==> src/rtl/bkirq_pkg.sv <==
package bkirq_pkg;
   // Register byte offsets; the bank stride is behavioural (banks decoded by it)
   localparam int unsigned OFF_REV      = 'h00;
   localparam int unsigned OFF_CFG      = 'h10;
   localparam int unsigned OFF_STAT     = 'h14;
   localparam int unsigned OFF_CTRL     = 'h48;
   localparam int unsigned OFF_MASK_RD  = 'h84;
   localparam int unsigned OFF_MASK_CLR = 'h88;
   localparam int unsigned OFF_MASK_SET = 'h8C;
   localparam int unsigned BANK_STRIDE  = 'h20;

   localparam int unsigned CFG_SRST_BIT = 1;
   localparam int unsigned CTRL_ACK_BIT = 0;
   localparam int unsigned STAT_DONE_BIT = 0;

   function automatic int unsigned bank_off(input int unsigned base, input int unsigned bank);
      return base + bank * BANK_STRIDE;
   endfunction
endpackage

==> src/rtl/bkirq_mask_bank.sv <==
module bkirq_mask_bank #(
   parameter int unsigned W = 32
) (
   input  logic         clk_i,
   input  logic         rst_ni,
   input  logic         force_all_i,
   input  logic         set_we_i,
   input  logic         clr_we_i,
   input  logic [W-1:0] bits_i,
   output logic [W-1:0] mask_o
);
   always_ff @(posedge clk_i or negedge rst_ni) begin
      if (!rst_ni)          mask_o <= '1;
      else if (force_all_i) mask_o <= '1;
      else if (set_we_i)    mask_o <= mask_o | bits_i;
      else if (clr_we_i)    mask_o <= mask_o & ~bits_i;
   end
endmodule

==> src/rtl/bkirq_lowest.sv <==
module bkirq_lowest #(
   parameter int unsigned N  = 96,
   localparam int unsigned IW = (N > 1) ? $clog2(N) : 1
) (
   input  logic [N-1:0]  vec_i,
   output logic [IW-1:0] idx_o,
   output logic          hit_o
);
   always_comb begin
      idx_o = '0;
      hit_o = 1'b0;
      for (int i = N - 1; i >= 0; i--) begin
         if (vec_i[i]) begin
            idx_o = IW'(i);
            hit_o = 1'b1;
         end
      end
   end
endmodule

==> src/rtl/bkirq_srst_seq.sv <==
module bkirq_srst_seq #(
   parameter int unsigned CYC = 4,
   localparam int unsigned CW = $clog2(CYC + 1)
) (
   input  logic clk_i,
   input  logic rst_ni,
   input  logic start_i,
   output logic busy_o
);
   if (CYC < 1) begin : g_bad_cyc
      $error("bkirq_srst_seq: CYC must be at least 1");
   end

   logic [CW-1:0] left_q;

   always_ff @(posedge clk_i or negedge rst_ni) begin
      if (!rst_ni) begin
         busy_o <= 1'b0;
         left_q <= '0;
      end else if (!busy_o) begin
         if (start_i) begin
            busy_o <= 1'b1;
            left_q <= CW'(CYC - 1);
         end
      end else if (left_q == '0) begin
         busy_o <= 1'b0;
      end else begin
         left_q <= left_q - 1'b1;
      end
   end
endmodule

==> src/rtl/bkirq_ctrl.sv <==
module bkirq_ctrl
   import bkirq_pkg::*;
#(
   parameter int unsigned NUM_BANKS   = 3,
   parameter int unsigned BANK_W      = 32,
   parameter int unsigned ADDR_W      = 8,
   parameter int unsigned DATA_W      = 32,
   parameter int unsigned SRST_CYCLES = 4,
   parameter logic [3:0]  REV_MAJOR   = 4'h2,
   parameter logic [3:0]  REV_MINOR   = 4'h1,
   localparam int unsigned NUM_SRC    = NUM_BANKS * BANK_W,
   localparam int unsigned ID_W       = $clog2(NUM_SRC)
) (
   input  logic               clk_i,
   input  logic               rst_ni,
   input  logic [NUM_SRC-1:0] src_i,
   input  logic [ADDR_W-1:0]  addr_i,
   input  logic               we_i,
   input  logic [DATA_W-1:0]  wdata_i,
   output logic [DATA_W-1:0]  rdata_o,
   output logic               irq_o,
   output logic [ID_W-1:0]    irq_id_o
);
   if (DATA_W != BANK_W) begin : g_bad_width
      $error("bkirq_ctrl: DATA_W must equal BANK_W");
   end
   if (NUM_BANKS < 1 || NUM_SRC < 2) begin : g_bad_count
      $error("bkirq_ctrl: need at least one bank and two sources");
   end
   if (bank_off(OFF_MASK_SET, NUM_BANKS - 1) >= (1 << ADDR_W)) begin : g_bad_addr
      $error("bkirq_ctrl: last bank does not fit the address space");
   end

   logic                              busy;
   logic                              srst_start;
   logic                              ack_wr;
   logic [NUM_BANKS-1:0][BANK_W-1:0]  bank_mask;
   logic [NUM_SRC-1:0]                mask_flat;
   logic [NUM_SRC-1:0]                pend;
   logic [ID_W-1:0]                   win_id;
   logic                              win_hit;
   logic                              irq_q;
   logic [ID_W-1:0]                   id_q;

   assign srst_start = we_i && (addr_i == ADDR_W'(OFF_CFG)) && wdata_i[CFG_SRST_BIT] && !busy;
   assign ack_wr     = we_i && (addr_i == ADDR_W'(OFF_CTRL)) && wdata_i[CTRL_ACK_BIT];

   bkirq_srst_seq #(.CYC(SRST_CYCLES)) u_srst (
      .clk_i  (clk_i),
      .rst_ni (rst_ni),
      .start_i(srst_start),
      .busy_o (busy)
   );

   for (genvar b = 0; b < NUM_BANKS; b++) begin : g_bank
      logic set_we, clr_we;
      assign set_we = we_i && (addr_i == ADDR_W'(bank_off(OFF_MASK_SET, b)));
      assign clr_we = we_i && (addr_i == ADDR_W'(bank_off(OFF_MASK_CLR, b)));
      bkirq_mask_bank #(.W(BANK_W)) u_mask (
         .clk_i      (clk_i),
         .rst_ni     (rst_ni),
         .force_all_i(busy || srst_start),
         .set_we_i   (set_we),
         .clr_we_i   (clr_we),
         .bits_i     (wdata_i[BANK_W-1:0]),
         .mask_o     (bank_mask[b])
      );
   end

   assign mask_flat = bank_mask;
   assign pend      = src_i & ~mask_flat;

   bkirq_lowest #(.N(NUM_SRC)) u_pick (
      .vec_i(pend),
      .idx_o(win_id),
      .hit_o(win_hit)
   );

   always_ff @(posedge clk_i or negedge rst_ni) begin
      if (!rst_ni) begin
         irq_q <= 1'b0;
         id_q  <= '0;
      end else if (busy || srst_start) begin
         irq_q <= 1'b0;
         id_q  <= '0;
      end else if (irq_q) begin
         if (ack_wr) begin
            irq_q <= 1'b0;
            id_q  <= '0;
         end
      end else if (win_hit) begin
         irq_q <= 1'b1;
         id_q  <= win_id;
      end
   end

   assign irq_o    = irq_q;
   assign irq_id_o = id_q;

   always_comb begin
      rdata_o = '0;
      if (addr_i == ADDR_W'(OFF_REV)) begin
         rdata_o[7:0] = {REV_MAJOR, REV_MINOR};
      end else if (addr_i == ADDR_W'(OFF_CFG)) begin
         rdata_o[CFG_SRST_BIT] = busy;
      end else if (addr_i == ADDR_W'(OFF_STAT)) begin
         rdata_o[STAT_DONE_BIT] = !busy;
      end else begin
         for (int b = 0; b < NUM_BANKS; b++) begin
            if (addr_i == ADDR_W'(bank_off(OFF_MASK_RD, b))) rdata_o = bank_mask[b];
         end
      end
   end
endmodule

==> config.mk <==
export PLATFORM = sky130hd
export DESIGN_NAME = bkirq_ctrl
export DESIGN_NICKNAME = d
export VERILOG_FILES = /design/src/rtl/bkirq_pkg.sv /design/src/rtl/bkirq_mask_bank.sv /design/src/rtl/bkirq_lowest.sv /design/src/rtl/bkirq_srst_seq.sv /design/src/rtl/bkirq_ctrl.sv
export SDC_FILE = /design/constraint.sdc
export NUM_CORES = 1
export LEC_CHECK = 0
export BUFFER_PORTS_ARGS = -buffer_cell sky130_fd_sc_hd__buf_2
export CAP_MARGIN = 30
export CORE_UTILIZATION = 35
export DETAILED_ROUTE_END_ITERATION = 7
export SLEW_MARGIN = 10
export SYNTH_ARGS = -nofsm -noshare
export SYNTH_HDL_FRONTEND = slang
export SYNTH_SLANG_ARGS = --single-unit
==> constraint.sdc <==
create_clock -name clk_i -period 5.78 [get_ports clk_i]
set_input_delay 0.578 -clock clk_i [delete_from_list [all_inputs] [get_ports clk_i]]
set_output_delay 0.578 -clock clk_i [all_outputs]
set_load 0.02 [all_outputs]
==> impl_results.md <==
- Synth-to-Final Area Change: 21.82%
- Portion of the post-synthesis area used by sequential elements: 0.3878
- Mean instance size in the synthesized netlist: 9.178 µm²
- Period minus WS final: 3.158 ns
- Post-synth net total: 934
- Later-pin clock latency in the skew report: about 0.36 ns
- Die ar.: 0.02138 mm²
- Maximum single-stage delay on the critical path: 0.74 ns
- Placeable core region: 0.02030 mm²
- Slew Limit Fails: 0
- Remaining design rule violation count: 5
- Total CTS buffers: 9
- Final design utilization: 0.4368
- Number of synthesized register bits: ~110
- Leakage: 3.824 nW
- Post-synthesis cell type count: 77
- Antenna violations before repair: 1
- Initial Utilization: 0.3585
- Fmax: 0.3166 GHz
- Hold Vio Cnt, Final: 0
- Total Negative Setup Slacks: 0 ns
- Number of buffers added to fix hold violations after cts: 0
- Cells after synthesis: ~790
- Number of ports placed on the die boundary: roughly 180
- Input/output buffers: 178
- First-pass GRT wire length: 40320 µm
- Setup repair after global routing missed its margin: false
- GR met2 Demand/Resource: 0.3940
- Via count: 7248
- Ratio of cells with drive above 1 in the final layout: 0.3581
- Data arrival at the endpoint of the critical path: 2.58 ns
- Fillcell total: 2003
- Top fanout value on the critical path: 31
- Average routed wire per standard cell: around 22 µm
- Routed wire length: about 26000 µm
- Total Power Consumption: 0.003921 W
- Critical path launch point type: primary input
- H-tree depth: 3
- Global routing met3 resource utilization: 0.05281
- Cell with the largest stage delay on the worst path: sky130_fd_sc_hd__nor2_4
- Routing layer with the top usage in global route: met2
- Violations in the final reports: DRC
- Fraction of registers with async set/reset: 1.000
- Violation count after the first detailed-route iteration: 756
- Number of vias per cell: ~5.9
- CTS tree: yes
- Worst hold path type: flip-flop to flip-flop
- Cell chosen for the clock root: sky130_fd_sc_hd__clkbuf_16
- Resized Gates After CTS: 0
- Max Cap Violations: 0
- Clock-pin slew on the worst setup and hold paths: 0.07 ns
- CP Cell Sequence: buf_2 > nand2b_1 > or3_1 > nor2_4 > a222oi_1 > inv_1 > buf_2
- Yosys Warn Count: 0
- Maximum number of pins on one net before global-route repair: 63
- Actual transition at the worst max-transition pin: 0.9520 ns
- # clock sinks: 108
- Number of enable flip-flop cells after synthesis: 0
- Skew final: between 0.007 and 0.008 ns
- Top_reg_cell synth: sky130_fd_sc_hd__dfstp_2
- Number of global-route vias before repair: 6855
- Final GP Congestion: 0.9107
- Detailed-routing iteration count for the pre-antenna-repair pass: 8
- Data required time of the worst path: 5.20 ns
- Number of buffers added for setup after CTS: 0
- GR Util met1: 0.3374
- Worst slew margin: 0.3638
- Leftover overflow at the end of global routing: 0
- Die Y-Extent: 146.2 µm
- # rows: 52
- Number of setup violations in the final report: 0
- Critical Setup Path Class: primary input to primary output
- CTS Buffer Depth: 2
- Mapped Area: 0.007278 mm²
- Run status: finished with violations
- Power density normalized to cell area: roughly 440 mW/mm²
- Final worst-path cycle share: 0.5464
- DRT antenna net count: 0
- Most frequent cell on the critical path: sky130_fd_sc_hd__buf_2
- Fin nets: approximately 1100
- Kind of capture point of the worst setup path: primary output
- Total global-route track usage: 0.2491
- DIE WIDTH: 146.2 µm
- Post-detail-place hpwl: 19550 µm
- Maximum ir drop on the vdd rail: 0.1555 mV
[power breakdown]
part,internal [W],leakage [nW],total (W),switching [W]
clock network,0.000362,0.156,0.000668,0.000305
registers,0.00137,1.16,0.00173,0.000360
logic,0.000723,2.50,0.00152,0.000799
total,0.00246,3.82,0.00392,0.00146
[flip-flops by register name (all words and copies together), names as in the netlist]
register and cells:
g_bank.u_mask.mask_o 96, irq_id_o 7, irq_o 1, u_srst.busy_o 1, u_srst.left_q 3
[kinds of logic after synthesis]
| family | share of synthesized area |
|---|---|
| and+or+nand+nor | 0.2780 |
| AOI/OAI and AO/OA | 0.2800 |
| DFF | 0.3878 |
| buffers and inverters | 0.04934 |
| adders and majority gates | 0.003438 |
| muxes | 0.001375 |
[layout make-up]
type,instances,area [µm²],share of cell area
timing repair buffer,185,1046,0.1180
clock buffer,11,252.7,0.02851
sequential,108,2823,0.3184
inverter,45,168.9,0.01905
multi-input combinational,601,4175,0.4709
antenna,2,5.005,0.0005645
tap,270,337.8,0.03810
clock inverter,5,57.56,0.006492
[layout by cell type, fill, tap and decap left out, types with 12 or more instances in the layout]
cell	synthesis	routed
sky130_fd_sc_hd__inv_1	45	45
sky130_fd_sc_hd__buf_2	12	177
sky130_fd_sc_hd__nand4_1	14	14
sky130_fd_sc_hd__dfstp_2	96	96
sky130_fd_sc_hd__nand2b_1	57	57
sky130_fd_sc_hd__a21oi_1	22	22
sky130_fd_sc_hd__nor2_1	31	25
sky130_fd_sc_hd__nand2_1	126	126
sky130_fd_sc_hd__dfrtp_1	12	12
sky130_fd_sc_hd__o21ai_0	22	22
sky130_fd_sc_hd__a221o_1	94	94
sky130_fd_sc_hd__a222oi_1	29	29
sky130_fd_sc_hd__nor2b_1	48	48
[per-stage QoR]
stage          setup slack, ns  cells  hold WS, ns  cell area (µm²)
2_1_floorplan            3.377    793       0.2824             7278
3_3_place_gp             2.689   1204       0.4542             8413
3_5_place_dp             2.647   1207       0.4631             8496
4_1_cts                  2.652   1223       0.4732             8806
5_1_grt                  2.533   1225       0.4949             8861
6_report                 2.622   1227       0.4708             8866
[cells in the mapped netlist (4+ instances only)]
master / instances / area [µm²]
sky130_fd_sc_hd__nand2_1: 126 / 473.0
sky130_fd_sc_hd__a211oi_1: 6 / 45.04
sky130_fd_sc_hd__a21o_1: 4 / 30.03
sky130_fd_sc_hd__a222oi_1: 29 / 290.3
sky130_fd_sc_hd__clkbuf_1: 22 / 82.58
sky130_fd_sc_hd__or2b_2: 4 / 35.03
sky130_fd_sc_hd__dfrtp_1: 12 / 300.3
sky130_fd_sc_hd__o211ai_1: 9 / 67.56
sky130_fd_sc_hd__nand3_1: 10 / 50.05
sky130_fd_sc_hd__or2b_1: 5 / 37.54
sky130_fd_sc_hd__nor2_1: 31 / 116.4
sky130_fd_sc_hd__or4_1: 4 / 30.03
sky130_fd_sc_hd__o2111ai_1: 4 / 35.03
sky130_fd_sc_hd__inv_1: 45 / 168.9
sky130_fd_sc_hd__o21ai_1: 5 / 25.02
sky130_fd_sc_hd__nand2b_2: 4 / 35.03
sky130_fd_sc_hd__nor3_1: 10 / 50.05
sky130_fd_sc_hd__nor4_1: 10 / 62.56
sky130_fd_sc_hd__o21ai_0: 22 / 110.1
sky130_fd_sc_hd__a31oi_1: 6 / 37.54
sky130_fd_sc_hd__buf_2: 12 / 60.06
sky130_fd_sc_hd__nand4_1: 14 / 87.58
sky130_fd_sc_hd__a21oi_1: 22 / 110.1
sky130_fd_sc_hd__buf_1: 4 / 15.01
sky130_fd_sc_hd__or2b_4: 4 / 45.04
sky130_fd_sc_hd__nor2b_1: 48 / 300.3
sky130_fd_sc_hd__nand2b_1: 57 / 356.6
sky130_fd_sc_hd__a221o_1: 94 / 940.9
sky130_fd_sc_hd__dfstp_2: 96 / 2522
sky130_fd_sc_hd__or2_2: 4 / 25.02
[critical path: cells and delay by family]
| family | cells | cell delay [ns] |
|---|---|---|
| simple gates | 3 | 1.38 |
| compound gates | 1 | 0.23 |
| buf+inv | 3 | 0.37 |
[worst paths after layout]
kind	slack (ns)	endpoint	from	cells after the start
worst max-delay path	2.62	rdata_o[20]	addr_i[4]	7
worst min-delay path	0.47	u_srst.left_q[0]	u_srst.left_q[0]	1
worst max register to register	3.18	irq_id_o[4]	g_bank[0].u_mask.mask_o[20]	7
worst min register to register	0.47	u_srst.left_q[0]	u_srst.left_q[0]	1
max in group asynchronous	4.30	irq_id_o[2]	rst_ni	2
min in group asynchronous	0.58	g_bank[0].u_mask.mask_o[23]	rst_ni	1
[metal layers]
layer	wire, µm	vias to the layer above
li1	-	3355
met1	11680	3503
met2	12090	357
met3	2060	33
met4	556	0
met5	0	-
(Power assumes the default switching activity.)
